<file path="src/rtl/sport_pkg.sv">
package sport_pkg;
  localparam logic [1:0] A_CTRL = 2'd0;
  localparam logic [1:0] A_TXD  = 2'd1;
  localparam logic [1:0] A_RXD  = 2'd2;
  localparam logic [1:0] A_STAT = 2'd3;
  localparam int C_PWR    = 0;
  localparam int C_CONT   = 1;
  localparam int C_RXONLY = 2;
  localparam int S_OVR    = 0;
endpackage

</file>
<file path="src/rtl/sport_sclk_gen.sv">
module sport_sclk_gen #(
  parameter int HALF = 2
) (
  input  logic clk,
  input  logic rst,
  input  logic run,
  output logic tick
);
  localparam int CW = (HALF > 1) ? $clog2(HALF) : 1;
  localparam logic [CW-1:0] TOP = CW'(HALF - 1);

  logic [CW-1:0] cnt;

  always_ff @(posedge clk) begin
    if (rst || !run) cnt <= '0;
    else if (cnt == TOP) cnt <= '0;
    else cnt <= cnt + 1'b1;
  end

  assign tick = run && (cnt == TOP);
endmodule

</file>
<file path="src/rtl/sport_shifter.sv">
module sport_shifter #(
  parameter int DW   = 8,
  parameter int HALF = 2
) (
  input  logic          clk,
  input  logic          rst,
  input  logic          abort,
  input  logic          start,
  input  logic [DW-1:0] din,
  input  logic          sdi,
  output logic          busy,
  output logic          sck,
  output logic          sdo,
  output logic          fin,
  output logic [DW-1:0] rx_word
);
  localparam int NEDGE = 2 * DW;
  localparam int EW    = $clog2(NEDGE);
  localparam logic [EW-1:0] LAST = EW'(NEDGE - 1);

  logic          tick;
  logic [EW-1:0] ecnt;
  logic [DW-1:0] txs;
  logic [DW-1:0] rxs;
  logic          last;

  sport_sclk_gen #(.HALF(HALF)) u_gen (
    .clk(clk), .rst(rst), .run(busy), .tick(tick)
  );

  assign last = (ecnt == LAST);
  assign fin  = tick && last;

  always_ff @(posedge clk) begin
    if (rst || abort) begin
      busy <= 1'b0;
      sck  <= 1'b0;
      ecnt <= '0;
      txs  <= '0;
      rxs  <= '0;
    end else if (start && !busy) begin
      busy <= 1'b1;
      sck  <= 1'b0;
      ecnt <= '0;
      txs  <= din;
    end else if (tick) begin
      ecnt <= ecnt + 1'b1;
      sck  <= ~sck;
      if (!sck) rxs <= {rxs[DW-2:0], sdi};
      else if (!last) txs <= {txs[DW-2:0], 1'b0};
      if (last) busy <= 1'b0;
    end
  end

  assign sdo     = txs[DW-1];
  assign rx_word = rxs;
endmodule

</file>
<file path="src/rtl/sport_ctrl.sv">
module sport_ctrl
  import sport_pkg::*;
#(
  parameter int DW   = 8,
  parameter int HALF = 2
) (
  input  logic          clk,
  input  logic          rst,
  input  logic          cpu_wr,
  input  logic          cpu_rd,
  input  logic [1:0]    cpu_addr,
  input  logic [DW-1:0] cpu_wdata,
  output logic [DW-1:0] cpu_rdata,
  output logic          sck,
  output logic          sdo,
  input  logic          sdi,
  output logic          irq_rx,
  output logic          irq_err
);
  logic [2:0]    ctrl;
  logic [DW-1:0] txd;
  logic [DW-1:0] rxd;
  logic          pwr, cont, rxonly;
  logic          wr_tx, wr_ctrl, wr_stat, rd_rx;
  logic          trig, start;
  logic          sh_busy, fin;
  logic [DW-1:0] rx_word;
  logic          ovr, full, pend, ovr_xfer, done_q;

  assign pwr    = ctrl[C_PWR];
  assign cont   = ctrl[C_CONT];
  assign rxonly = ctrl[C_RXONLY];

  assign wr_ctrl = cpu_wr && (cpu_addr == A_CTRL);
  assign wr_tx   = cpu_wr && (cpu_addr == A_TXD);
  assign wr_stat = cpu_wr && (cpu_addr == A_STAT);
  assign rd_rx   = cpu_rd && (cpu_addr == A_RXD);

  assign trig  = pwr && ((wr_tx && !rxonly) || (rd_rx && rxonly));
  assign start = pwr && !sh_busy && (trig || (done_q && pend));

  sport_shifter #(.DW(DW), .HALF(HALF)) u_shift (
    .clk(clk), .rst(rst), .abort(!pwr), .start(start),
    .din(wr_tx ? cpu_wdata : txd), .sdi(sdi),
    .busy(sh_busy), .sck(sck), .sdo(sdo), .fin(fin), .rx_word(rx_word)
  );

  always_ff @(posedge clk) begin
    if (rst) begin
      ctrl <= '0;
      txd  <= '0;
      rxd  <= '0;
    end else begin
      if (wr_ctrl) ctrl <= cpu_wdata[2:0];
      if (wr_tx) txd <= cpu_wdata;
      if (fin) rxd <= rx_word;
    end
  end

  always_ff @(posedge clk) begin
    if (rst || !pwr) begin
      ovr      <= 1'b0;
      full     <= 1'b0;
      pend     <= 1'b0;
      ovr_xfer <= 1'b0;
      done_q   <= 1'b0;
      irq_rx   <= 1'b0;
      irq_err  <= 1'b0;
    end else begin
      done_q  <= fin;
      irq_rx  <= fin && !ovr_xfer;
      irq_err <= fin && ovr_xfer && cont;
      if (fin) full <= 1'b1;
      else if (rd_rx) full <= 1'b0;
      if (start) ovr_xfer <= full && !rd_rx;
      if (start && full && !rd_rx) ovr <= 1'b1;
      else if (wr_stat && !cpu_wdata[S_OVR]) ovr <= 1'b0;
      if (start) pend <= 1'b0;
      else if (trig && sh_busy && cont) pend <= 1'b1;
    end
  end

  always_ff @(posedge clk) begin
    if (rst) cpu_rdata <= '0;
    else if (cpu_rd) begin
      case (cpu_addr)
        A_CTRL:  cpu_rdata <= DW'(ctrl);
        A_TXD:   cpu_rdata <= txd;
        A_RXD:   cpu_rdata <= rxd;
        default: cpu_rdata <= {sh_busy, {(DW-2){1'b0}}, ovr};
      endcase
    end
  end
endmodule

</file>
<file path="config.mk">
export PLATFORM = sky130hd
export DESIGN_NAME = sport_ctrl
export DESIGN_NICKNAME = d
export VERILOG_FILES = /design/src/rtl/sport_pkg.sv /design/src/rtl/sport_sclk_gen.sv /design/src/rtl/sport_shifter.sv /design/src/rtl/sport_ctrl.sv
export SDC_FILE = /design/constraint.sdc
export NUM_CORES = 1
export LEC_CHECK = 0
export ABC_AREA = 1
export BUFFER_PORTS_ARGS = -buffer_cell sky130_fd_sc_hd__buf_2
export CELL_PAD_IN_SITES_DETAIL_PLACEMENT = 1
export CELL_PAD_IN_SITES_GLOBAL_PLACEMENT = 1
export CORE_ASPECT_RATIO = 0.5
export CORE_MARGIN = 4
export CORE_UTILIZATION = 46
export CTS_CLUSTER_DIAMETER = 200
export DETAILED_ROUTE_END_ITERATION = 10
export HOLD_SLACK_MARGIN = 0.08
export PLACE_DENSITY_LB_ADDON = 0.1
export SKIP_CTS_REPAIR_TIMING = 1
export SYNTH_ARGS = -nofsm -noshare
export SYNTH_HDL_FRONTEND = slang
export SYNTH_HIERARCHICAL = 1
export SYNTH_SLANG_ARGS = --single-unit
export TNS_END_PERCENT = 50
</file>
<file path="constraint.sdc">
create_clock -name clk -period 2.5 [get_ports clk]
set_input_delay 0.125 -clock clk [delete_from_list [all_inputs] [get_ports clk]]
set_output_delay 0.125 -clock clk [all_outputs]
set_load 0.01 [all_outputs]
</file>
# Word level (Yosys, flattened, before mapping)
# Cells that the tools add are included.
# op_classes
addsub	2
mul	0
div	0
n_lt_le_gt_ge	0
eq_ne	5
n_shift	0
n_mux	13
n_bitwise	2
n_reduce_logical	44
# op_table
operator	count
two-way mux 8 bit	5
one-hot mux 8 bit (3 select lines)	1
logical AND 1 bit	22
nonzero test 2 bit	5
two-way mux 1 bit	7
logical NOT 1 bit	6
AND reduction 3 bit	2
OR reduction 2 bit	3
adder 4 x 1 -> 4 bit, second input constant	1
equality test 2 bit, second input constant	2
equality test 4 bit, second input constant	1
logical OR 1 bit	4
equality test 2 x 1 -> 1 bit, second input constant	1
logical NOT 2 bit	1
!= test 2 bit, second input constant	1
NOT 1 bit	2
AND reduction 2 bit	1
adder 1 bit, second input constant	1
# word_totals
reg_bits	57
latch_bits	0
ramBits	0
romBits	0
inputBits	15
out_inout_bits	12
wordCells	83
mem_count	0

# Logic depth before layout (Yosys ltp)
# depth
ltp_word	10
depth_mapped	14
depth_no_buf	13

# Modules after synthesis
# The synthesis kept the hierarchy.
# modules_own_cells
mod	n_inst	cells_per_inst	area_per_inst_um2	seq_area_each_um2
sport_ctrl	1	205	1530.2	680.7
sport_shifter	1	131	1024.7	440.4
sport_sclk_gen	1	6	41.3	20.0

# Least setup slack after synthesis
# No wires, ideal clock.
# synth_timing
path_type	input to register
from	in cpu_rd
to	reg u_shift.txs[7]
setup_time_ps	112
arrival_ps	1367
required_ps	2388
path_slack_ps	1021
stages	14
path_buffers	3
path_cell_list	clkbuf_1 nand3_1 nand2_1 nand3_1 nand2_2 nand2_2 inv_2 buf_4 nand2_8 buf_6 nand2_2 nand2_1 a21oi_2 nor2_1
# synth_via
elab_chain_cells	9
elab_cells_between_ends	12
cone_classes	eq/ne: 1; mux: 1; reduce/logical: 10
# synth_lines
item	line_no	source
start: declaration	sport_ctrl.sv:10	input logic cpu_rd,
logical AND 1 bit (*)	sport_ctrl.sv:37	assign rd_rx = cpu_rd && (cpu_addr == A_RXD);
logical AND 1 bit (*)	sport_ctrl.sv:39	assign trig = pwr && ((wr_tx && !rxonly) || (rd_rx && rxonly));
logical OR 1 bit (*)	sport_ctrl.sv:39	
logical AND 1 bit (*)	sport_ctrl.sv:39	
logical OR 1 bit (*)	sport_ctrl.sv:40	assign start = pwr && !sh_busy && (trig || (done_q && pend));
logical AND 1 bit (*)	sport_ctrl.sv:40	
via start	sport_ctrl.sv:25	logic trig, start;
logical AND 1 bit (*)	sport_shifter.sv:41	end else if (start && !busy) begin
!= test 2 bit (no source line) or nonzero test 2 bit (tied branches)	-	
AND reduction 3 bit (no source line)	-	
end signal: assignment	sport_shifter.sv:45	txs <= din;
end signal: assignment	sport_shifter.sv:50	else if (!last) txs <= {txs[DW-2:0], 1'b0};
end: declaration	sport_shifter.sv:23	logic [DW-1:0] txs;
# Mark *: on every way through the listed nets, which the timed path passes. The rest lies on a longest branch.
# A chain may end at the register's enable or synchronous reset.

# Final worst setup path
# layout_timing
from	reg u_shift.busy
to	reg irq_err
# layout_via
elab_chain_cells	4
# layout_lines
item	line_no	source
start: declaration	sport_shifter.sv:11	output logic busy,
start signal: assignment	sport_shifter.sv:36	busy <= 1'b0;
start signal: assignment	sport_shifter.sv:42	busy <= 1'b1;
start signal: assignment	sport_shifter.sv:51	if (last) busy <= 1'b0;
logical AND 1 bit	sport_sclk_gen.sv:20	assign tick = run && (cnt == TOP);
via u_shift.tick	sport_shifter.sv:21	logic tick;
logical AND 1 bit	sport_shifter.sv:32	assign fin = tick && last;
via fin	sport_ctrl.sv:26	logic sh_busy, fin;
logical AND 1 bit (2 in a row)	sport_ctrl.sv:72	irq_err <= fin && ovr_xfer && cont;
end signal: assignment	sport_ctrl.sv:72	
end: declaration	sport_ctrl.sv:18	output logic irq_err
# The timed path passes the listed nets, and every way through them passes these cells.

==> impl_metrics.json <==
{
  "status": "finished clean",
  "h-tree-depth": 3,
  "top_usage_layer": "met2",
  "synth.mux.area_fraction_pct": 0,
  "grt_use_met3_pct": 6.28,
  "worstPathArrival_ns": 1.98,
  "mostFrequentLayoutCells": "70 x nand2_1, 57 x dfxtp_1, 38 x nand3_1",
  "required_ns": 2.76,
  "hold_path_class": "in -> reg",
  "post-route-period-util_pct": 68.6,
  "grt-ovfl-total": 0,
  "tns_ns": 0,
  "clk_pin_slew_ns": 0.05,
  "rsz0062_at_grt": "false",
  "synth_top_area_cell": "dfxtp_1",
  "slowest_delay_ns": 0.52,
  "floorplan.initialDensity_pct": 47.5,
  "hold_violations": 0,
  "min_from": "sdi",
  "clock_skew_ns": 0.00288,
  "syn2layout_area_growth_pct": 19.2,
  "layout_commonest_cell": "nand2_1",
  "clock_latency_ns": 0.33,
  "synthCells": 342,
  "synth_top_family_by_area": "simple AND/OR/NAND/NOR gates",
  "ir_drop_mv": 0.428,
  "holdPathEnd": "u_shift/rx_word[0]",
  "path_cells": "nand2_1 > inv_1 > inv_2 > nor2_1 > buf_4 > inv_2 > nor2_1 > inv_1 > nor2_1",
  "grt_max_degree": 29,
  "synth_cell_types": 36,
  "r2r_cells": 9,
  "track_usage_pct": 22.4,
  "synth.top_cell.area_share_pct": 44.0,
  "cp_slowest_cell": "dfxtp_1",
  "worstSetupPathType": "reg -> reg",
  "synth_fp_nets": 358,
  "ys_seq_area_share_pct": 44.0,
  "layout.nets": 386,
  "rows": 19,
  "worstSetupEndpointType": "flip-flop",
  "synth_area_leaders": "dfxtp_1 44%, nand2_1 10%, nand3_1 7.3%",
  "syn_avg_cell_area_sq_um": 7.59,
  "worstHoldPathCells": 3,
  "die_width_um": 114,
  "dp_hpwl_mm": 4.81,
  "total_power_uw": 2450,
  "synthArstFlopShare_pct": 0,
  "setup_viol": 0,
  "totalWireLength_mm": 7.16,
  "drt-wirelength-per-cell_um": 16.0,
  "synth-edff-count": 0,
  "synthAdderAreaFrac_pct": 0.482,
  "cts_tree": "yes",
  "cts_buffers": 9,
  "root_buffer": "clkbuf_16",
  "die_h_um": 61.1,
  "port_buffers": 26,
  "yosys.area_share.xor_xnor_pct": 0.337,
  "grt_use_met2_pct": 36.4,
  "synth.ff_latch_count": 57,
  "clock_path_buffers": 2,
  "dr.first_iter.drc_count": 178,
  "period_minus_slack_ns": 1.71,
  "start_kind": "flip-flop",
  "fillers": 693,
  "synth_simple_gate_area_share_pct": 31.1,
  "fmax_mhz": 583,
  "synth-compound-area-share_pct": 14.8,
  "diodes": 0,
  "r2r-start": "u_shift/busy",
  "place_ws_ns": 0.743,
  "power_density_nw_per_um2": 792,
  "worst_pin_slew_ns": 0.482,
  "drc": 0,
  "maxCapViolCount": 0,
  "grtUsageMet1_pct": 29.0,
  "p_leak_uw": 0.00134,
  "fin_ws_ns": 0.785,
  "ys.flop_type": "dfxtp_1",
  "core_sq_um": 5470,
  "synth_area_sq_um": 2600,
  "slew_headroom_pct": 67.9,
  "crit_top_cell": "nor2_1",
  "ios": 27,
  "drive_above_1_share_pct": 22.4,
  "grt_pass1_vias": 2332,
  "yosysWarnings": 6,
  "cp_max_fo": 10,
  "dieArea_sq_um": 6980,
  "viasPerCell": 5.25,
  "grt_pass1_wl_mm": 11.6,
  "reg2reg_to": "irq_err",
  "slew_viol_final": 0,
  "via_count": 2353,
  "clock_sinks": 57,
  "antenna_found_initial": 0,
  "hold_ws_ns": 0.0664,
  "rrSetupSlack_ns": 0.79,
  "drt_first_pass_iters": 4,
  "gp_congestion": 0.824,
  "drt.antenna.violating_nets": 0
}
==> cells in the mapped netlist (5+ instances only) <==
cell type / number
nand2_1: 70
or2_2: 5
dfxtp_1: 57
inv_1: 31
o21ai_0: 16
inv_2: 11
a21oi_1: 30
a21oi_2: 5
nor2_1: 31
nand3_1: 38
==> final cells by class <==
class / instances / area [sq um] / share of cell area [%]
Clock buffer: 10 / 239 / 7.72
Clock inverter: 6 / 105 / 3.40
Inverter: 42 / 158 / 5.10
Multi-Input combinational cell: 232 / 1210 / 39.2
Sequential cell: 57 / 1140 / 36.9
Tap cell: 73 / 91.3 / 2.95
Timing Repair Buffer: 28 / 148 / 4.77
==> cell families (layout without fill, tap and decap cells) <==
kind of cell             count (synthesis)  count (layout)
AND/OR/NAND/NOR                        167             167
flip-flops                              57              57
XOR/XNOR                                 1               1
AO/OA/AOI/OAI                           63              63
buffers and inverters                   53              86
adder cells (fa/ha/maj)                  1               1
==> flip-flops by register name, summed over array words and instances, names as in the netlist, 3 cells and up <==
register / count
cpu_rdata: 8
rxd: 8
txd: 8
u_shift/rx_word: 8
u_shift/txs: 8
u_shift/ecnt: 4
ctrl: 3
==> through the flow <==
| step | cell area (sq um) | instances | util, % |
|---|---|---|---|
| after floorplan | 2600 | 342 | - |
| after global placement | 2740 | 431 | 50.1 |
| after detailed placement | 2740 | 431 | 50.1 |
| after CTS | 3080 | 447 | 56.4 |
| after global routing | 3090 | 448 | 56.6 |
| final | 3090 | 448 | 56.6 |
==> report_power, final <==
group / internal, uW / switching (uW) / total (uW)
clock network: 993 / 413 / 1410
logic: 36.8 / 77.4 / 114
registers: 922 / 6.99 / 929
==> worst max path at each step <==
stage                 start            endpoint  slack [ns]  cells after the start
2_1_floorplan        cpu_rd      u_shift/txs[7]        1.02                     14
3_3_place_gp         cpu_rd  u_shift/rx_word[7]        0.84                     11
3_5_place_dp         cpu_rd  u_shift/rx_word[1]        0.74                     11
4_1_cts        u_shift/busy              irq_rx        0.76                      9
5_1_grt        u_shift/busy             irq_err        0.54                      9
6_report       u_shift/busy             irq_err        0.79                      9
==> critical path, delay by kind of cell, from the launching register on <==
| kind | cells | cell delay [ns] |
|---|---|---|
| buf+inv | 5 | 0.68 |
| flops | 1 | 0.52 |
| simple gates | 4 | 0.45 |
==> per-layer routing <==
layer	vias to the layer above	routed length [um]
met5	-	0
met2	46	3250
met1	1129	3420
met3	9	409
met4	0	87
li1	1169	-
Note: power is estimated with default switching activity, not from simulation.
